==> src/rtl/irq_hub_pkg.sv <==
package irq_hub_pkg;
    localparam int ADDR_W      = 12;
    localparam int BANK_W      = 32;
    localparam int BANK_STRIDE = 32;

    localparam logic [ADDR_W-1:0] OFS_REV    = 12'h000;
    localparam logic [ADDR_W-1:0] OFS_SYSCFG = 12'h010;
    localparam logic [ADDR_W-1:0] OFS_STATUS = 12'h014;
    localparam logic [ADDR_W-1:0] OFS_ACTIVE = 12'h040;
    localparam logic [ADDR_W-1:0] OFS_CTRL   = 12'h048;
    localparam logic [ADDR_W-1:0] OFS_MCLR0  = 12'h088;
    localparam logic [ADDR_W-1:0] OFS_MSET0  = 12'h08C;

    localparam int CFG_IDLE_BIT = 0;
    localparam int CFG_SRST_BIT = 1;

    function automatic logic [ADDR_W-1:0] bank_clr_addr(input int b);
        return OFS_MCLR0 + ADDR_W'(b * BANK_STRIDE);
    endfunction

    function automatic logic [ADDR_W-1:0] bank_set_addr(input int b);
        return OFS_MSET0 + ADDR_W'(b * BANK_STRIDE);
    endfunction
endpackage

==> src/rtl/irq_hub_prio.sv <==
module irq_hub_prio #(
    parameter int N     = 96,
    parameter int IDX_W = $clog2(N)
) (
    input  logic [N-1:0]     req,
    output logic             found,
    output logic [IDX_W-1:0] idx
);
    always_comb begin
        found = |req;
        idx   = '0;
        for (int i = N - 1; i >= 0; i--) begin
            if (req[i]) begin
                idx = IDX_W'(i);
            end
        end
    end
endmodule

==> src/rtl/irq_hub_srst.sv <==
module irq_hub_srst #(
    parameter int CYCLES = 4
) (
    input  logic clk,
    input  logic rst_n,
    input  logic start,
    output logic busy
);
    localparam int CNT_W = (CYCLES < 2) ? 1 : $clog2(CYCLES);

    typedef struct packed {
        logic             busy;
        logic [CNT_W-1:0] cnt;
    } srst_t;

    srst_t st_d, st_q;

    always_comb begin
        st_d = st_q;
        if (st_q.busy) begin
            if (st_q.cnt == '0) begin
                st_d.busy = 1'b0;
            end else begin
                st_d.cnt = st_q.cnt - CNT_W'(1);
            end
        end else if (start) begin
            st_d.busy = 1'b1;
            st_d.cnt  = CNT_W'(CYCLES - 1);
        end
    end

    always_ff @(posedge clk or negedge rst_n) begin
        if (!rst_n) begin
            st_q <= '0;
        end else begin
            st_q <= st_d;
        end
    end

    assign busy = st_q.busy;
endmodule

==> src/rtl/irq_hub.sv <==
module irq_hub
    import irq_hub_pkg::*;
#(
    parameter int NUM_BANKS   = 3,
    parameter int REV_MAJOR   = 2,
    parameter int REV_MINOR   = 1,
    parameter int SRST_CYCLES = 4
) (
    input  logic                        clk,
    input  logic                        rst_n,
    input  logic [NUM_BANKS*BANK_W-1:0] irq_lines,
    input  logic                        bus_wr,
    input  logic [ADDR_W-1:0]           bus_addr,
    input  logic [31:0]                 bus_wdata,
    output logic [31:0]                 bus_rdata,
    output logic                        irq_out
);
    localparam int LINES = NUM_BANKS * BANK_W;
    localparam int IDX_W = $clog2(LINES);

    typedef struct packed {
        logic [NUM_BANKS-1:0][BANK_W-1:0] mask;
        logic                             valid;
        logic [IDX_W-1:0]                 num;
        logic                             idle_en;
    } hub_t;

    hub_t st_d, st_q;

    logic [LINES-1:0] mask_flat;
    logic [LINES-1:0] pend;
    logic             found;
    logic [IDX_W-1:0] winner;
    logic             srst_busy;
    logic             cfg_hit;
    logic             srst_start;
    logic             ack_hit;
    logic             act_valid;
    logic [IDX_W-1:0] act_num;

    assign mask_flat = st_q.mask;

    // A line is requesting when it is high and its mask bit is 0.
    for (genvar gb = 0; gb < NUM_BANKS; gb++) begin : g_bank
        assign pend[gb*BANK_W +: BANK_W] = irq_lines[gb*BANK_W +: BANK_W] & ~st_q.mask[gb];
    end

    irq_hub_prio #(
        .N     (LINES),
        .IDX_W (IDX_W)
    ) i_prio (
        .req   (pend),
        .found (found),
        .idx   (winner)
    );

    assign cfg_hit    = bus_wr && (bus_addr == OFS_SYSCFG);
    assign srst_start = cfg_hit && bus_wdata[CFG_SRST_BIT];
    assign ack_hit    = bus_wr && (bus_addr == OFS_CTRL) && bus_wdata[0];

    irq_hub_srst #(
        .CYCLES (SRST_CYCLES)
    ) i_srst (
        .clk   (clk),
        .rst_n (rst_n),
        .start (srst_start),
        .busy  (srst_busy)
    );

    always_comb begin
        st_d = st_q;
        if (cfg_hit) begin
            st_d.idle_en = bus_wdata[CFG_IDLE_BIT];
        end
        for (int b = 0; b < NUM_BANKS; b++) begin
            if (bus_wr && (bus_addr == bank_clr_addr(b))) begin
                st_d.mask[b] = st_q.mask[b] & ~bus_wdata;
            end
            if (bus_wr && (bus_addr == bank_set_addr(b))) begin
                st_d.mask[b] = st_q.mask[b] | bus_wdata;
            end
        end
        // Capture only into an empty slot; the held number is frozen otherwise.
        if (!st_q.valid && found && !srst_busy) begin
            st_d.valid = 1'b1;
            st_d.num   = winner;
        end
        if (ack_hit) begin
            st_d.valid = 1'b0;
        end
        // Soft reset owns the mask and capture state for its whole window.
        if (srst_start || srst_busy) begin
            st_d.mask  = '1;
            st_d.valid = 1'b0;
        end
    end

    always_ff @(posedge clk or negedge rst_n) begin
        if (!rst_n) begin
            st_q         <= '0;
            st_q.mask    <= '1;
        end else begin
            st_q <= st_d;
        end
    end

    always_comb begin
        bus_rdata = '0;
        case (bus_addr)
            OFS_REV:    bus_rdata = {24'd0, 4'(REV_MAJOR), 4'(REV_MINOR)};
            OFS_SYSCFG: bus_rdata = {30'd0, srst_busy, st_q.idle_en};
            OFS_STATUS: bus_rdata = {31'd0, !srst_busy};
            OFS_ACTIVE: bus_rdata = {st_q.valid, {(31-IDX_W){1'b0}}, st_q.num};
            default:    bus_rdata = '0;
        endcase
        for (int b = 0; b < NUM_BANKS; b++) begin
            if ((bus_addr == bank_clr_addr(b)) || (bus_addr == bank_set_addr(b))) begin
                bus_rdata = st_q.mask[b];
            end
        end
    end

    assign act_valid = st_q.valid;
    assign act_num   = st_q.num;
    assign irq_out   = st_q.valid;
endmodule

==> config.mk <==
export PLATFORM = sky130hd
export DESIGN_NAME = irq_hub
export DESIGN_NICKNAME = d
export VERILOG_FILES = /design/src/rtl/irq_hub_pkg.sv /design/src/rtl/irq_hub_prio.sv /design/src/rtl/irq_hub_srst.sv /design/src/rtl/irq_hub.sv
export SDC_FILE = /design/constraint.sdc
export NUM_CORES = 1
export LEC_CHECK = 0
export ABC_CLOCK_PERIOD_IN_PS = 2920
export BUFFER_PORTS_ARGS = -buffer_cell sky130_fd_sc_hd__buf_2
export CORE_MARGIN = 4
export CORE_UTILIZATION = 50
export DETAILED_ROUTE_END_ITERATION = 16
export PLACE_DENSITY = 0.75
export SLEW_MARGIN = 25
export SYNTH_ARGS = -nofsm -noshare
export SYNTH_HDL_FRONTEND = slang
export SYNTH_SLANG_ARGS = --single-unit
export TNS_END_PERCENT = 100
==> constraint.sdc <==
create_clock -name clk -period 2.92 [get_ports clk]
set_input_delay 0.146 -clock clk [delete_from_list [all_inputs] [get_ports clk]]
set_output_delay 0.146 -clock clk [all_outputs]
set_load 0.05 [all_outputs]
; ---- Yosys cells after proc, flatten, opt, wreduce, memory -nomap -nowiden
; Index checks and enable logic that the tools add are counted.
[word_totals]
register_bits = 108
wordCells = 173
in_bits = 143
out_inout_bits = 33
[classes]
bitwise_logic = 13
reduce_logical = 27
mux = 113
add_sub_neg = 1
n_eq_ne = 11
[op_table]
columns = cell, n
row1 = 2-to-1 mux 7 bit, 96
row2 = 2-to-1 mux 32 bit, 9
row3 = bitwise AND 32 bit, 6
row4 = NOT 32 bit, 4
row5 = case mux 32 bit (4 select lines), 1
row6 = 2-to-1 mux 97 bit, 1
row7 = bitwise OR 32 bit, 3
row8 = OR reduction 96 bit, 1
row9 = "== test 12 x 8 -> 1 bit, second input constant", 6
row10 = "== test 12 x 5 -> 1 bit, second input constant", 2
row11 = "== test 12 x 7 -> 1 bit, second input constant", 2
row12 = logical AND 1 bit, 12
row13 = zero test 12 bit, 1
row14 = nonzero test 3 bit, 4
row15 = 2-to-1 mux 8 bit, 1
row16 = 2-to-1 mux 3 bit, 2
row17 = logical OR 1 bit, 4
row18 = zero test 1 bit, 2
row19 = zero test 2 bit, 1
row20 = 2-to-1 mux 1 bit, 2
row21 = 2-to-1 mux 2 bit, 1
row22 = "!= test 2 bit, second input constant", 1
row23 = AND reduction 2 bit, 1
row24 = nonzero test 2 bit, 1
row25 = "subtractor 2 x 1 -> 2 bit, second input constant", 1

; ---- Longest topological paths before layout
[depth]
depth_word = 101
mapped_depth = 10
ltp_nobuf = 8

; ---- Cells and area by module
; From an unflattened synthesis, not the netlist that was laid out.
[unflattened]
cells_unflattened = 823
hier_area_um2 = 7409.6
[modules_own_cells]
columns = mod, area_per_inst_um2, cells_each, instances, seq_area_each_um2
row1 = irq_hub, 5999.5, 592, 1, 2747.6
row2 = irq_hub_prio, 1270.0, 218, 1, 0.0
row3 = irq_hub_srst, 140.1, 13, 1, 75.1

; ---- Worst setup path after synthesis
; Ideal clock, no wire load.
[synth_path]
kind = in2out
start = input bus_addr[1]
end = output bus_rdata[2]
n_path_buf = 2
path_slack_ns = 0.494
arrival_ns = 2.280
required_ns = 2.774
cell_stages = 8
path_cell_list = nor4_2 nand2_1 nor4b_2 and3_1 buf_4 clkbuf_1 a222oi_1 mux2i_1
[synth_via]
elab_chain_len = 5
elab_cells_between_ends = 17
cone_classes = eq/ne: 9 / mux: 4 / reduce/logical: 4
[synth_lines]
columns = item, line
row1 = "start, declared", irq_hub.sv:13  ; input logic [ADDR_W-1:0] bus_addr,
row2 = == test 12 x 7 -> 1 bit (tied with other cells), irq_hub.sv:109  ; case (bus_addr)
row3 = case mux 32 bit (4 select lines) / logical OR 1 bit (equally long branches), "irq_hub.sv:109, irq_hub.sv:117"
row4 = 2-to-1 mux 32 bit (2 in a row), irq_hub.sv:117  ; if ((bus_addr == bank_clr_addr(b)) || (bus_addr == bank_set_addr(b))) begin
row5 = 2-to-1 mux 32 bit *, irq_hub.sv:117
row6 = "end, declared", irq_hub.sv:15  ; output logic [31:0] bus_rdata,
; Mark *: on every way between the ends. The rest lies on a longest branch, timed or not.

; ---- Worst setup path after layout
[layout_path]
start = register st_q, in the netlist mask_flat[4]
end = register st_q, in the netlist act_num[0]
[layout_via]
elab_chain_len = 7
elab_cells_between_ends = 10
cone_classes = mux: 5 / bitwise: 2 / reduce/logical: 3
[layout_lines]
columns = item, line
row1 = "start, declared", irq_hub.sv:28  ; hub_t st_d, st_q;
row2 = "start signal, assigned", irq_hub.sv:103  ; st_q <= st_d;
row3 = NOT 32 bit *, irq_hub.sv:45  ; assign pend[gb*BANK_W +: BANK_W] = irq_lines[gb*BANK_W +: BANK_W] & ~st_q.mask[gb];
row4 = bitwise AND 32 bit *, irq_hub.sv:45
row5 = 2-to-1 mux 7 bit (5 in a row), irq_hub_prio.sv:13  ; if (req[i]) begin
; Marked as above.
; A chain may end at the register's enable or synchronous reset.

==> impl.org <==
** Layout
- Layout net count :: 1104
- Relative to the synthesized area, the layout overhead comes to 18.7%.
- Of the cells placed in the final design, the portion with a size suffix greater than 1 is 35.1%.
- At the end of the flow the core is filled with cells to 61.2%.
- 0 antenna diodes ended up in the layout.

** Die
- Y dimension of the die :: 128 um
- Initial core utilization :: 51.5%
- Number of rows created at floorplan :: 43
- 176 I/O pins were placed.
- Total die area :: 0.0165 mm^2
- Horiz. Die Dim :: 128 um
- Core region area :: 0.0140 mm^2

** Yosys
- Cell type contributing the most total cell area after synthesis :: sky130_fd_sc_hd__dfstp_2
- Mean cell area of the mapped netlist :: 9.08 um^2
- For this run, the leading register cell type out of synthesis is sky130_fd_sc_hd__dfstp_2.
- Unique cell type count in the Yosys netlist :: 70
- Yosys mapped a number of flops with a built-in enable equal to 0.
- Flop and latch count out of synthesis :: 108
- In the post-synthesis netlist, the cell with the most instances is sky130_fd_sc_hd__nand2_1.
- Summing every instance area after synthesis gives 0.00724 mm^2.
- Syn nets :: 941
- By count the netlist is led by sky130_fd_sc_hd__nand2_1 (141), sky130_fd_sc_hd__dfstp_2 (96), sky130_fd_sc_hd__a221o_1 (92), sky130_fd_sc_hd__nand2b_1 (75), sky130_fd_sc_hd__inv_1 (41).
- The Yosys step of the flow raised 0 warnings.
- Fraction of synthesis flops using an asynchronous set or reset pin :: 100%
- Share of synthesized area occupied by flip-flops and latches :: 39.0%
- Fraction of post-synthesis cell area in the top cell type by area :: 34.9%
- Ranked by total cell area, the synthesized netlist is headed by sky130_fd_sc_hd__dfstp_2 (35%), sky130_fd_sc_hd__a221o_1 (13%), sky130_fd_sc_hd__nand2_1 (7.3%), sky130_fd_sc_hd__nand2b_1 (6.5%), sky130_fd_sc_hd__dfrtp_1 (4.2%).
- Synthesized netlist cell count :: 797

** Detailed routing
- Once detail routing completed, the nets flagged for antenna violations numbered 0.
- Initial drt markers :: 879
- The pre-antenna-repair detailed-routing pass consisted of 6 iterations.
- Overall routed net length :: 25200 um
- In the routed design, unresolved DRC markers number 0.
- Vias per inst :: 6.56
- Wire length per cell after detailed routing :: 22.0 um
- Wire segments on met3 add up to 2900 um in the final route.
- Detailed routing placed a total of 11300 um of wire on met2.
- Highest routing layer actually used :: met4
- In the final routing, the length of wire on met1 measures 10500 um.
- Detailed routing inserted a total of 7510 vias.

** Timing
- Slew of the pin with the lowest slew margin :: 762 ps
- Final hold violation count :: 0
- Setup repair after global routing left no endpoint under its margin.
- Fin crit period :: 2660 ps
- Final Skew :: 7.21 ps
- Fraction of the cycle the final worst path needs :: 91.2%
- Max Transition Viols Final :: 0
- Measured against its own limit, the worst slew margin works out to 49.2%.
- Static timing analysis puts the maximum clock frequency at 0.375 GHz.
- Setup TNS Final :: 0 ps
- Setup violations remaining at the end of the flow were counted as 0.

** Power and ir drop
- Worst ir drop on vdd :: 0.000238 V
- The analysis attributes to cell leakage a power of 4.06 nW.
- Power density normalized to cell area :: 378 mW/mm^2
- The design draws 3.25 mW.

** Global routing
- In the global route stage, overall resource usage came out at 30.0%.
- The via count of the first global-routing pass was 7152.
- The initial antenna violation count came to 0.
- Entering global routing, the biggest net connects 58 pins.
- Global route total overflow :: 0
- The first global-routing pass estimated 38600 um of wire.

** Clocking
- The root buffer cell chosen for the clock tree is sky130_fd_sc_hd__clkbuf_16.
- The clock drives 108 sinks.
- TritonCTS built the clock tree.
- The H-tree generated during clock tree synthesis spans 3 levels.
- Clock network latency to the later pin of the worst-skew pair :: 360 ps
- Clock slew at reported path FFs :: 70 ps
- Counting along the longest clock path gives a buffer depth of 2.
- Number of buffers created by CTS :: 9

** Placed design
- Summed over all nets, the half-perimeter wirelength after detailed placement is 18700 um.
- Global placement routability congestion :: 1.01
- Count of buffers inserted at the top-level ports :: 175

** Setup path
- Maximum fanout encountered on the critical timing path :: 12
- STA classifies the critical path startpoint as a flip-flop.
- The worst setup path is captured at a flip-flop.
- Worst endpoint data arrival time :: 2910 ps
- At the worst endpoint, the required time is 3170 ps.
- Critical path start-end classification :: flip-flop to flip-flop

** Min path
- Path category of the worst min-delay check :: primary input to flip-flop

** Status
- Status :: finished, final reports clean

** Flow run
- The tool flagged a number of max-cap violations equal to 0.
[power breakdown]
part / internal [mW] / switching (mW) / total [mW]
Clock: 0.715 / 0.560 / 1.28
Combinational: 0.169 / 0.206 / 0.375
Sequential: 1.56 / 0.0398 / 1.60
[through the flow]
stage | setup WS, ps | cell area [um^2] | hold WS (ps) | std cells
floorplan | 494 | 7240 | -150 | 797
global placement | 345 | 8280 | 260 | 1128
detailed placement | 327 | 8280 | 266 | 1128
CTS | 311 | 8590 | 68.9 | 1145
global route | 130 | 8590 | 92.9 | 1145
finish | 257 | 8590 | 73.6 | 1145
[per-layer routing]
metal  GRT usage (%)  vias to the layer above
li1                -                     3342
met1            42.8                     3609
met2            45.8                      503
met3            5.88                       56
met4            9.80                        0
met5               0                        -
[cell families (layout without fill, tap and decap cells)]
kind of cell,count (synthesis),in the layout,synth area share (%)
and+or+nand+nor,359,359,27.0
xor gates and xnor gates,1,1,0.121
buffers and inverters,88,256,5.52
DFF,108,108,39.0
adders and majority gates,1,1,0.173
muxes,2,2,0.294
AOI/OAI and AO/OA,238,238,27.9
[critical path, cell delays in order (launching register included)]
cell                       delay (ps)
sky130_fd_sc_hd__dfstp_2          550
sky130_fd_sc_hd__nand2b_1         250
sky130_fd_sc_hd__nand4_2          210
sky130_fd_sc_hd__nor4_2           370
sky130_fd_sc_hd__nand3_2          180
sky130_fd_sc_hd__nor4b_4          310
sky130_fd_sc_hd__or3_1            180
sky130_fd_sc_hd__buf_4            200
sky130_fd_sc_hd__nor3b_1           70
sky130_fd_sc_hd__a211o_1          220
[final timing paths]
kind	start	slack [ps]	cells after the start	end
max	mask_flat[4]	260	9	act_num[0]
min	bus_wdata[31]	70	2	mask_flat[95]
max reg2reg	mask_flat[4]	260	9	act_num[0]
min reg2reg	st_q[0]	510	1	st_q[0]
max in group asynchronous	rst_n	1720	3	mask_flat[53]
min in group asynchronous	rst_n	410	2	act_num[2]
[area by class of cell]
type,count,area [um^2]
timing repair buffer,199,1070
inverter,41,154
clock inverter,1,30.0
fill,1257,5460
sequential,108,2820
multi-input combinational,601,4010
tap,180,225
clock buffer,15,268
[cell usage in the layout, fill, tap and decap left out, types with 6 or more instances in the layout]
cell type,n
sky130_fd_sc_hd__buf_2,174
sky130_fd_sc_hd__nand2_1,141
sky130_fd_sc_hd__dfstp_2,96
sky130_fd_sc_hd__a221o_1,92
sky130_fd_sc_hd__nand2b_1,75
sky130_fd_sc_hd__inv_1,41
sky130_fd_sc_hd__o21ai_0,32
sky130_fd_sc_hd__a222oi_1,25
sky130_fd_sc_hd__nor2_1,23
sky130_fd_sc_hd__buf_4,23
sky130_fd_sc_hd__nor2b_1,21
sky130_fd_sc_hd__a21oi_1,20
sky130_fd_sc_hd__nand3_1,16
sky130_fd_sc_hd__nand4_1,16
sky130_fd_sc_hd__nor3_1,14
sky130_fd_sc_hd__dfrtp_1,12
sky130_fd_sc_hd__a21boi_0,9
sky130_fd_sc_hd__clkbuf_16,9
sky130_fd_sc_hd__or2b_2,8
sky130_fd_sc_hd__a22o_1,7
sky130_fd_sc_hd__nor4_1,6
sky130_fd_sc_hd__a311o_1,6
[flip-flops by register name (all words and copies together), names as in the netlist]
name / cells
irq_out: 1
mask_flat: 96
st_q: 1
i_srst.st_q: 2
i_srst.busy: 1
act_num: 7
[timing repair]
item                                   in CTS  in global routing
hold buffers                                1                  0
buffers inserted                            0                  0
gates resized for setup                     0                  0
endpoints found under the hold margin      12                  0
Power figures use the tool's default switching activity.
